### config.mk
export PLATFORM = sky130hd
export DESIGN_NAME = iss_issue_sel
export DESIGN_NICKNAME = d
export VERILOG_FILES = /design/src/rtl/iss_sel_pkg.sv /design/src/rtl/iss_cls_queue.sv /design/src/rtl/iss_age_pick.sv /design/src/rtl/iss_issue_sel.sv
export SDC_FILE = /design/constraint.sdc
export NUM_CORES = 1
export LEC_CHECK = 0
export BUFFER_PORTS_ARGS = -buffer_cell sky130_fd_sc_hd__buf_4
export CORE_ASPECT_RATIO = 0.75
export CORE_MARGIN = 8
export CORE_UTILIZATION = 35
export CTS_BUF_LIST = sky130_fd_sc_hd__clkbuf_4
export CTS_CLUSTER_DIAMETER = 100
export DETAILED_ROUTE_END_ITERATION = 7
export GPL_TIMING_DRIVEN = 0
export MAX_ROUTING_LAYER = met4
export PLACE_DENSITY_LB_ADDON = 0.3
export SLEW_MARGIN = 20
export SYNTH_ARGS = -nofsm -noshare
export SYNTH_HDL_FRONTEND = slang
export SYNTH_HIERARCHICAL = 1
export SYNTH_SLANG_ARGS = --single-unit
### constraint.sdc
create_clock -name clk -period 12.05 [get_ports clk]
set_input_delay 1.8075 -clock clk [delete_from_list [all_inputs] [get_ports clk]]
set_output_delay 1.8075 -clock clk [all_outputs]
set_load 0.03 [all_outputs]
### src/rtl/iss_sel_pkg.sv
package iss_sel_pkg;
    parameter int unsigned SEQ_W = 8;
    parameter int unsigned TID_W = 1;

    typedef logic [SEQ_W-1:0] seq_t;
    typedef logic [TID_W-1:0] tid_t;

    typedef struct packed {
        logic vld;
        seq_t seq;
        tid_t tid;
    } ent_t;
endpackage

### src/rtl/iss_cls_queue.sv
module iss_cls_queue
    import iss_sel_pkg::*;
#(
    parameter int unsigned DEPTH = 4
) (
    input  logic clk,
    input  logic rst_n,
    input  logic enq_valid,
    input  seq_t enq_seq,
    input  tid_t enq_tid,
    output logic enq_ready,
    input  logic flush_valid,
    input  tid_t flush_tid,
    input  seq_t flush_seq,
    input  logic pop,
    output logic head_vld,
    output seq_t head_seq,
    output tid_t head_tid
);
    localparam int unsigned IDX_W = (DEPTH > 1) ? $clog2(DEPTH) : 1;

    typedef struct packed {
        ent_t [DEPTH-1:0] slot;
    } qst_t;

    qst_t             st_q, st_d;
    logic [IDX_W-1:0] head_idx;
    logic [IDX_W-1:0] free_idx;
    logic             full;

    // locate the oldest live entry and the lowest free slot
    always_comb begin
        full     = 1'b1;
        free_idx = '0;
        for (int i = DEPTH - 1; i >= 0; i--) begin
            if (!st_q.slot[i].vld) begin
                full     = 1'b0;
                free_idx = IDX_W'(i);
            end
        end
        head_vld = 1'b0;
        head_idx = '0;
        for (int i = 0; i < DEPTH; i++) begin
            if (st_q.slot[i].vld &&
                (!head_vld || (st_q.slot[i].seq < st_q.slot[head_idx].seq))) begin
                head_vld = 1'b1;
                head_idx = IDX_W'(i);
            end
        end
    end

    assign head_seq  = st_q.slot[head_idx].seq;
    assign head_tid  = st_q.slot[head_idx].tid;
    assign enq_ready = !full && !flush_valid;

    always_comb begin
        st_d = st_q;
        if (flush_valid) begin
            for (int i = 0; i < DEPTH; i++) begin
                if (st_q.slot[i].vld && (st_q.slot[i].tid == flush_tid) &&
                    (st_q.slot[i].seq > flush_seq)) begin
                    st_d.slot[i].vld = 1'b0;
                end
            end
        end else begin
            if (pop && head_vld) begin
                st_d.slot[head_idx].vld = 1'b0;
            end
            if (enq_valid && enq_ready) begin
                st_d.slot[free_idx].vld = 1'b1;
                st_d.slot[free_idx].seq = enq_seq;
                st_d.slot[free_idx].tid = enq_tid;
            end
        end
    end

    always_ff @(posedge clk or negedge rst_n) begin
        if (!rst_n) begin
            st_q <= '0;
        end else begin
            st_q <= st_d;
        end
    end
endmodule

### src/rtl/iss_age_pick.sv
module iss_age_pick
    import iss_sel_pkg::*;
#(
    parameter int unsigned NUM_CLS = 4,
    parameter int unsigned ISSUE_W = 2,
    localparam int unsigned CLS_W  = (NUM_CLS > 1) ? $clog2(NUM_CLS) : 1
) (
    input  logic                            en,
    input  logic [NUM_CLS-1:0]              head_vld,
    input  seq_t [NUM_CLS-1:0]              head_seq,
    input  logic [NUM_CLS-1:0]              fu_free,
    output logic [NUM_CLS-1:0]              grant,
    output logic [NUM_CLS-1:0]              busy,
    output logic [ISSUE_W-1:0]              slot_vld,
    output logic [ISSUE_W-1:0][CLS_W-1:0]   slot_cls
);
    localparam int unsigned RK_W = $clog2(NUM_CLS + 1);
    localparam int unsigned CN_W = $clog2(ISSUE_W + 1);
    localparam int unsigned SL_W = (ISSUE_W > 1) ? $clog2(ISSUE_W) : 1;

    logic [NUM_CLS-1:0][RK_W-1:0] rank;
    logic [CN_W-1:0]              n_granted;

    // age rank of each class head among the non-empty classes
    always_comb begin
        for (int c = 0; c < NUM_CLS; c++) begin
            rank[c] = '0;
            for (int d = 0; d < NUM_CLS; d++) begin
                if (head_vld[d] && (d != c) &&
                    ((head_seq[d] < head_seq[c]) ||
                     ((head_seq[d] == head_seq[c]) && (d < c)))) begin
                    rank[c] = rank[c] + 1'b1;
                end
            end
        end
    end

    // walk classes oldest first, granting up to the issue width
    always_comb begin
        grant     = '0;
        busy      = '0;
        slot_vld  = '0;
        slot_cls  = '0;
        n_granted = '0;
        if (en) begin
            for (int p = 0; p < NUM_CLS; p++) begin
                for (int c = 0; c < NUM_CLS; c++) begin
                    if (head_vld[c] && (rank[c] == RK_W'(p)) &&
                        (n_granted < CN_W'(ISSUE_W))) begin
                        if (fu_free[c]) begin
                            grant[c]                        = 1'b1;
                            slot_vld[n_granted[SL_W-1:0]]   = 1'b1;
                            slot_cls[n_granted[SL_W-1:0]]   = CLS_W'(c);
                            n_granted                       = n_granted + 1'b1;
                        end else begin
                            busy[c] = 1'b1;
                        end
                    end
                end
            end
        end
    end
endmodule

### src/rtl/iss_issue_sel.sv
module iss_issue_sel
    import iss_sel_pkg::*;
#(
    parameter int unsigned NUM_CLS = 4,
    parameter int unsigned QDEPTH  = 4,
    parameter int unsigned ISSUE_W = 2,
    parameter int unsigned CNT_W   = 8,
    localparam int unsigned CLS_W  = (NUM_CLS > 1) ? $clog2(NUM_CLS) : 1
) (
    input  logic                              clk,
    input  logic                              rst_n,
    input  logic [NUM_CLS-1:0]                enq_valid,
    output logic [NUM_CLS-1:0]                enq_ready,
    input  logic [NUM_CLS-1:0][SEQ_W-1:0]     enq_seq,
    input  logic [NUM_CLS-1:0][TID_W-1:0]     enq_tid,
    input  logic [NUM_CLS-1:0]                fu_free,
    input  logic                              flush_valid,
    input  logic [TID_W-1:0]                  flush_tid,
    input  logic [SEQ_W-1:0]                  flush_seq,
    output logic [ISSUE_W-1:0]                iss_valid,
    output logic [ISSUE_W-1:0][SEQ_W-1:0]     iss_seq,
    output logic [ISSUE_W-1:0][TID_W-1:0]     iss_tid,
    output logic [ISSUE_W-1:0][CLS_W-1:0]     iss_cls,
    output logic [NUM_CLS-1:0]                busy_evt,
    output logic [NUM_CLS-1:0][CNT_W-1:0]     busy_cnt
);
    typedef struct packed {
        logic [NUM_CLS-1:0][CNT_W-1:0] cnt;
    } bst_t;

    logic [NUM_CLS-1:0]        head_vld;
    seq_t [NUM_CLS-1:0]        head_seq;
    tid_t [NUM_CLS-1:0]        head_tid;
    logic [NUM_CLS-1:0]        grant;
    logic [NUM_CLS-1:0]        busy;
    logic [ISSUE_W-1:0]        slot_vld;
    logic [ISSUE_W-1:0][CLS_W-1:0] slot_cls;
    bst_t                      bst_q, bst_d;

    for (genvar c = 0; c < NUM_CLS; c++) begin : g_cls
        iss_cls_queue #(.DEPTH(QDEPTH)) u_q (
            .clk        (clk),
            .rst_n      (rst_n),
            .enq_valid  (enq_valid[c]),
            .enq_seq    (enq_seq[c]),
            .enq_tid    (enq_tid[c]),
            .enq_ready  (enq_ready[c]),
            .flush_valid(flush_valid),
            .flush_tid  (flush_tid),
            .flush_seq  (flush_seq),
            .pop        (grant[c]),
            .head_vld   (head_vld[c]),
            .head_seq   (head_seq[c]),
            .head_tid   (head_tid[c])
        );
    end

    iss_age_pick #(.NUM_CLS(NUM_CLS), .ISSUE_W(ISSUE_W)) u_pick (
        .en      (!flush_valid),
        .head_vld(head_vld),
        .head_seq(head_seq),
        .fu_free (fu_free),
        .grant   (grant),
        .busy    (busy),
        .slot_vld(slot_vld),
        .slot_cls(slot_cls)
    );

    // route the granted heads onto the execute slots
    always_comb begin
        for (int s = 0; s < ISSUE_W; s++) begin
            iss_valid[s] = slot_vld[s];
            iss_cls[s]   = slot_cls[s];
            iss_seq[s]   = slot_vld[s] ? head_seq[slot_cls[s]] : '0;
            iss_tid[s]   = slot_vld[s] ? head_tid[slot_cls[s]] : '0;
        end
    end

    assign busy_evt = busy;
    assign busy_cnt = bst_q.cnt;

    always_comb begin
        bst_d = bst_q;
        for (int c = 0; c < NUM_CLS; c++) begin
            if (busy[c]) begin
                bst_d.cnt[c] = bst_q.cnt[c] + 1'b1;
            end
        end
    end

    always_ff @(posedge clk or negedge rst_n) begin
        if (!rst_n) begin
            bst_q <= '0;
        end else begin
            bst_q <= bst_d;
        end
    end
endmodule

==> flow_summary.yaml, run 1 <==
flow_run:
  maxCapViolCount: 0
synthesis:
  synth_area_leaders: "dfrtp_1, ha_1, mux2_2, o21ai_0, inv_1"
  synth_top_area_share_pct: 24.9
  synth_largest_area_cell: "dfrtp_1"
  syn_avg_cell_area_um2: 9.06
  synth.net_count: 2464
  syn_inst: 2129
  synthArstFlopShare_pct: 100
  synthFlopType: "dfrtp_1"
  yosysUniqueCellTypes: 104
  synth_edf_count: 0
  ys_seq_area_share_pct: 24.9
  synth_warnings: 6
  syn_area_mm2: 0.0193
  ys_ff_latch: 192
floorplanning:
  pin_count: 120
  core_mm2: 0.0544
  row_count: 74
  die_x_um: 287
  chipHeight_um: 219
  initial_utilization_pct: 35.4
  die-area_mm2: 0.0629
worst_setup_path:
  cp-end-kind: "primary output"
  worstPathRequired_ns: 10.24
  path_common_cell: "ha_4"
  critPathSlowestCell: "mux4_2"
  critPathKind: "flip-flop to primary output"
  cp-start-kind: "flip-flop"
  arrival_ns: 12.68
  cp_max_fo: 7
  cpPeakStageDelay_ns: 0.52
sta:
  period_share_pct: 120
  fin_crit_ns: 14.49
  skew_ns: 0.0424
  final_max_slew_viol_count: 0
  setup_viol_count_final: 28
  rsz0062_at_grt: "true"
  fmax_mhz: 69.0
  setup_tns_ns: -59.06
  hold_viol_final: 0
  worstMarginPinSlew_ns: 1.09
  setup_ws_ns: -2.44
  max_slew_margin_pct: 27.5
cells_and_area:
  seqCellArea_mm2: 0.00481
  drive_above_1_share_pct: 31.2
  n_fill_cell: 5159
  multi_input_area_mm2: 0.0149
  nets: 2768
  area_growth_pct: 27.8
route:
  vias_per_cell: 5.76
  drcViolationCount: 0
  routedWlPerCell_um: 21.3
  vias: 18300
  ant_nets: 0
  initialDrtViolationCount: 1306
  wirelength_um: 67700
  first_pass_iters: 6
placement:
  port_buffers: 118
  gp_congestion: 0.941
  dp_hpwl_um: 50700
clocking:
  clockBufferDepth: 2
  cts_root_buf: "clkbuf_4"
  tritoncts: "built"
  cts_inserted_buffers: 17
  cts.sinks: 192
  clk_latency_ns: 0.80
  holdBufCountCts: 0
  clkSlewWorstSetupHoldPaths_ns: 0.22
  htree_levels: 4
status:
  outcome: "finished, violations left"
  failed_checks: "setup timing"
global_routing:
  grt_pass1_vias: 18200
  grt.total_usage_pct: 21.7
  antenna_found_initial: 2
  grt_max_degree: 94
  grt_overflow_total: 0
  grt_pass1_wl_um: 105000
hold_path:
  hold_class: "flip-flop to flip-flop"
## metal layers
layer | track usage (%) | wire [µm] | vias up | share of wire, %
met5 | - | 0 | - | 0
met4 | 5.36 | 1150 | 0 | 1.7
met3 | 3.60 | 4690 | 64 | 6.9
met2 | 32.8 | 30400 | 618 | 45
met1 | 30.0 | 31500 | 9067 | 47
li1 | - | - | 8523 | -
## per-stage QoR
step	hold slack [ns]	setup WS [ns]	util, %	instances	cell area (µm²)
3_5_place_dp	0.459	-3.10	39.4	2972	21400
2_1_floorplan	0.517	-0.726	-	2129	19600
3_3_place_gp	0.455	-2.93	39.2	2969	21300
4_1_cts	0.486	-2.23	44.1	3133	24000
5_1_grt	0.494	-2.88	45.3	3174	24600
6_report	0.483	-2.44	45.3	3174	24600
## cells in the mapped netlist (11+ instances only)
library cell,number
a211oi_1,21
a211oi_2,14
a21o_1,13
a21oi_1,72
a31oi_1,12
a32oi_1,13
and2_1,31
and3_1,24
buf_2,13
clkbuf_1,30
dfrtp_1,192
ha_1,279
inv_1,191
mux2_2,75
mux2_4,34
mux2i_1,66
mux4_2,18
nand2_1,142
nand2b_1,29
nand3_1,67
nand4_1,66
nor2_1,111
nor2b_1,39
nor3_1,56
o211ai_1,24
o21a_1,41
o21ai_0,153
o22ai_1,18
o31a_1,14
o32ai_1,13
or3_1,11
xnor2_1,31
xor2_1,17
## cells in the final DEF, fill, tap and decap left out, drive strengths merged, types with 12 or more instances in the layout
cell type / count
dfrtp: 192
a211oi: 35
nor2b: 44
nand4: 66
o32ai: 14
ha: 279
nand3: 68
xnor2: 31
mux2i: 69
buf: 318
mux2: 109
o21a: 42
and3: 25
nor2: 112
a32oi: 14
nand2b: 29
and2: 35
o22ai: 18
o21ai: 165
o31a: 14
mux4: 18
o31ai: 12
xor2: 17
nor3: 63
clkbuf: 48
a21oi: 76
a21o: 13
inv: 199
a31oi: 13
nand2: 145
o211ai: 25
## worst max-delay path, delay by kind of cell (launching register included)
kind / cells / cell delay, ns
AO/OA/AOI/OAI: 19 / 3.30
AND/OR/NAND/NOR: 18 / 3.21
multiplexers: 6 / 2.09
adder cells (fa/ha/maj): 7 / 1.49
buffers and inverters: 10 / 1.25
flip-flops: 1 / 0.49
## path summary, 6_finish.rpt
kind                                            start               endpoint  slack (ns)  cells past startpoint
worst max-delay path            g_cls[0].u_q/st_q[17]            iss_seq[10]       -2.44                     60
worst min-delay path                     busy_cnt[15]           busy_cnt[15]        0.48                      1
worst max register to register  g_cls[0].u_q/st_q[17]  g_cls[2].u_q/st_q[19]        0.23                     61
worst min register to register           busy_cnt[15]           busy_cnt[15]        0.48                      1
max in group asynchronous                       rst_n  g_cls[2].u_q/st_q[16]       10.24                      2
min in group asynchronous                       rst_n   g_cls[0].u_q/st_q[6]        0.91                      1
## registers in the layout, summed over array words and instances (netlist names)
register	cells
busy_cnt	32
g_cls.u_q/st_q	160
## cell families (layout without fill, tap and decap cells)
group           Yosys count  in the layout  synth area share, %
compound gates          511            511                 18.5
xor+xnor                 48             48                 2.18
fa+ha+maj               282            282                 18.3
buf+inv                 256            573                 5.63
flops                   192            192                 24.9
mux                     196            196                 12.8
other cells               0              6                    0
simple gates            644            644                 17.7
## cell type report
| cell class | count | area share, % |
|---|---|---|
| buffer | 61 | 1.84 |
| timing repair buffer | 288 | 9.99 |
| tap | 722 | 3.67 |
| multi-input combinational | 1681 | 60.6 |
| clock buffer | 17 | 0.518 |
| inverter | 192 | 2.95 |
| clock inverter | 15 | 0.813 |
| antenna | 6 | 0.0609 |
| sequential | 192 | 19.5 |
## what timing repair did
action | in CTS | in global routing
setup buffers | 129 | 36
pin swaps | 77 | 67
resized for setup | 240 | 73
cloned | 5 | 0
setup endpoints to repair | 76 | 60
Power of run 1 is not shown: default switching activity piles up to over one toggle a cycle in this logic, so the estimate is an artifact.
==> run 2: changes to the inputs <==
GPL_TIMING_DRIVEN = default   (was 0)
SYNTH_HIERARCHICAL = default   (was 1)
==> flow_summary.yaml, run 2 <==
placement:
  gp_congestion: 1.01
  port_buffers: 119
  dp_slack_ns: -1.47
  dp_hpwl_um: 53300
cells_and_area:
  area_growth_pct: 40.3
  largest_register_ffs: 160
  n_fill_cell: 4809
  nets: 2946
  multi_input_area_mm2: 0.0140
  layout_commonest_cell: "buf_4"
  final_cell_mix: "buf_4, ha_1, dfrtp_1, nand2_1, inv_1"
  top_register: "g_cls.u_q.st_q"
  seqCellArea_mm2: 0.00480
  drive_above_1_share_pct: 38.5
route:
  drcViolationCount: 0
  wirelength_um: 67300
  ant_nets: 0
  vias_per_cell: 5.46
  vias: 18200
  initialDrtViolationCount: 1502
  first_pass_iters: 5
  routedWlPerCell_um: 20.2
synthesis:
  synth_common_cells: "ha_1, dfrtp_1, nand2_1"
  synth_area_leaders: "dfrtp_1, ha_1, mux2_2, mux2i_1, o21ai_0"
  synth_top_area_share_pct: 26.3
  syn_area_mm2: 0.0183
  ys_ff_latch: 192
  synth_edf_count: 0
  yosysUniqueCellTypes: 105
  ys_seq_area_share_pct: 26.3
  synth_most_common_cell: "ha_1"
  synthFlopType: "dfrtp_1"
  syn_inst: 2021
  synth_largest_area_cell: "dfrtp_1"
  synth.net_count: 2356
  synth_warnings: 0
  synthArstFlopShare_pct: 100
  syn_avg_cell_area_um2: 9.04
sta:
  period_share_pct: 113
  final_max_slew_viol_count: 0
  skew_ns: 0.0475
  fin_crit_ns: 13.60
  setup_viol_count_final: 28
  max_slew_margin_pct: 25.4
  hold_viol_final: 0
  rsz0062_at_grt: "true"
  worstMarginPinSlew_ns: 1.12
  fmax_mhz: 73.5
  setup_ws_ns: -1.55
clocking:
  cts_root_buf: "clkbuf_4"
  cts.sinks: 192
  clockBufferDepth: 2
  tritoncts: "built"
  cts_inserted_buffers: 17
  clkSlewWorstSetupHoldPaths_ns: 0.17
  holdBufCountCts: 0
  htree_levels: 4
  clk_latency_ns: 0.71
worst_setup_path:
  r2r_cells: 68
  critPathKind: "flip-flop to primary output"
  r2r-start: "g_cls[0].u_q.st_q[2]"
  cpPeakStageDelay_ns: 0.43
  path_common_cell: "ha_4"
  cp_max_fo: 8
  worstPathRequired_ns: 10.24
  regToRegSetupSlack_ns: 0.67
  path_buf_inv: 12
  reg2reg_to: "busy_cnt[21]"
  cp-end-kind: "primary output"
  cp-start-kind: "flip-flop"
  critPathSlowestCell: "dfrtp_1"
  path_delay_family: "compound AO/OA/AOI/OAI gates"
  arrival_ns: 11.80
global_routing:
  grt_pass1_vias: 18300
  grt_pass1_wl_um: 105000
  grt_max_degree: 75
  antenna_found_initial: 1
  grt_overflow_total: 0
  grt.total_usage_pct: 22.9
hold_path:
  min_from: "busy_cnt[15]"
  hold_depth: 1
  hold_class: "flip-flop to flip-flop"
  holdPathEnd: "busy_cnt[15]"
floorplanning:
  die_x_um: 280
  row_count: 72
  pin_count: 120
  initial_utilization_pct: 35.5
  die-area_mm2: 0.0598
  core_mm2: 0.0515
  chipHeight_um: 214
status:
  outcome: "finished, violations left"
  failed_checks: "setup timing"
flow_run:
  maxCapViolCount: 0
## run 2: per-layer routing
metal	track usage [%]	share of wire [%]	routed length (µm)
met1	31.8	48	32100
met2	34.8	44	29600
met3	3.99	6.2	4200
met4	5.27	1.9	1300
met5	-	0	0
## run 2: what timing repair did
item / CTS / global route
buffers inserted: 37 / 28
gates cloned: 0 / 0
gates resized for setup: 132 / 90
endpoints found under the setup margin: 29 / 42
pin swaps: 55 / 68
## run 2: worst max path at each step
| stage | start | end | slack (ns) | depth (start not counted) |
|---|---|---|---|---|
| final | g_cls[0].u_q.st_q[2] | iss_seq[15] | -1.55 | 66 |
| after global placement | g_cls[0].u_q.st_q[12] | iss_seq[14] | -1.26 | 61 |
| after floorplan | g_cls[0].u_q.st_q[12] | iss_seq[0] | -0.63 | 64 |
| after global routing | g_cls[0].u_q.st_q[2] | iss_seq[6] | -2.22 | 67 |
| after detailed placement | g_cls[0].u_q.st_q[12] | iss_seq[14] | -1.47 | 61 |
| after CTS | g_cls[0].u_q.st_q[2] | iss_seq[9] | -1.63 | 64 |
## run 2: cell families after synthesis
kind of cell	Yosys count	synth area share (%)
simple gates	574	16.6
compound gates	500	18.4
fa+ha+maj	280	19.2
buf+inv	213	4.67
mux	211	12.5
flops	192	26.3
xor+xnor	51	2.44
## run 2: worst register-to-register path, delay by kind of cell, from the launching register on
| kind | cells | cell delay, ns |
|---|---|---|
| AOI/OAI and AO/OA | 21 | 3.67 |
| adders and majority gates | 8 | 1.87 |
| muxes | 4 | 1.00 |
| xor gates and xnor gates | 1 | 0.16 |
| DFF | 1 | 0.43 |
| and+or+nand+nor | 20 | 2.48 |
| buffers and inverters | 14 | 1.69 |
## run 2: layout make-up
| type | instances | area share (%) |
|---|---|---|
| Clock buffer | 17 | 0.498 |
| Inverter | 145 | 2.18 |
| Antenna cell | 1 | 0.00976 |
| Timing Repair Buffer | 639 | 20.2 |
| Clock inverter | 14 | 0.547 |
| Tap cell | 703 | 3.43 |
| Multi-Input combinational cell | 1616 | 54.4 |
| Sequential cell | 192 | 18.7 |
## run 2: per-stage QoR
step / TNS (ns) / area [µm²] / util [%] / hold slack, ns / std cells
finish: -38.14 / 25600 / 49.7 / 0.484 / 3327
global placement: -29.32 / 23800 / 46.1 / 0.459 / 3236
CTS: -39.88 / 25000 / 48.5 / 0.493 / 3303
floorplan: -8.93 / 18800 / - / 0.518 / 2021
detailed placement: -35.07 / 23800 / 46.2 / 0.466 / 3236
global route: -56.57 / 25600 / 49.7 / 0.519 / 3326
Power of run 2 is left out for the same reason.
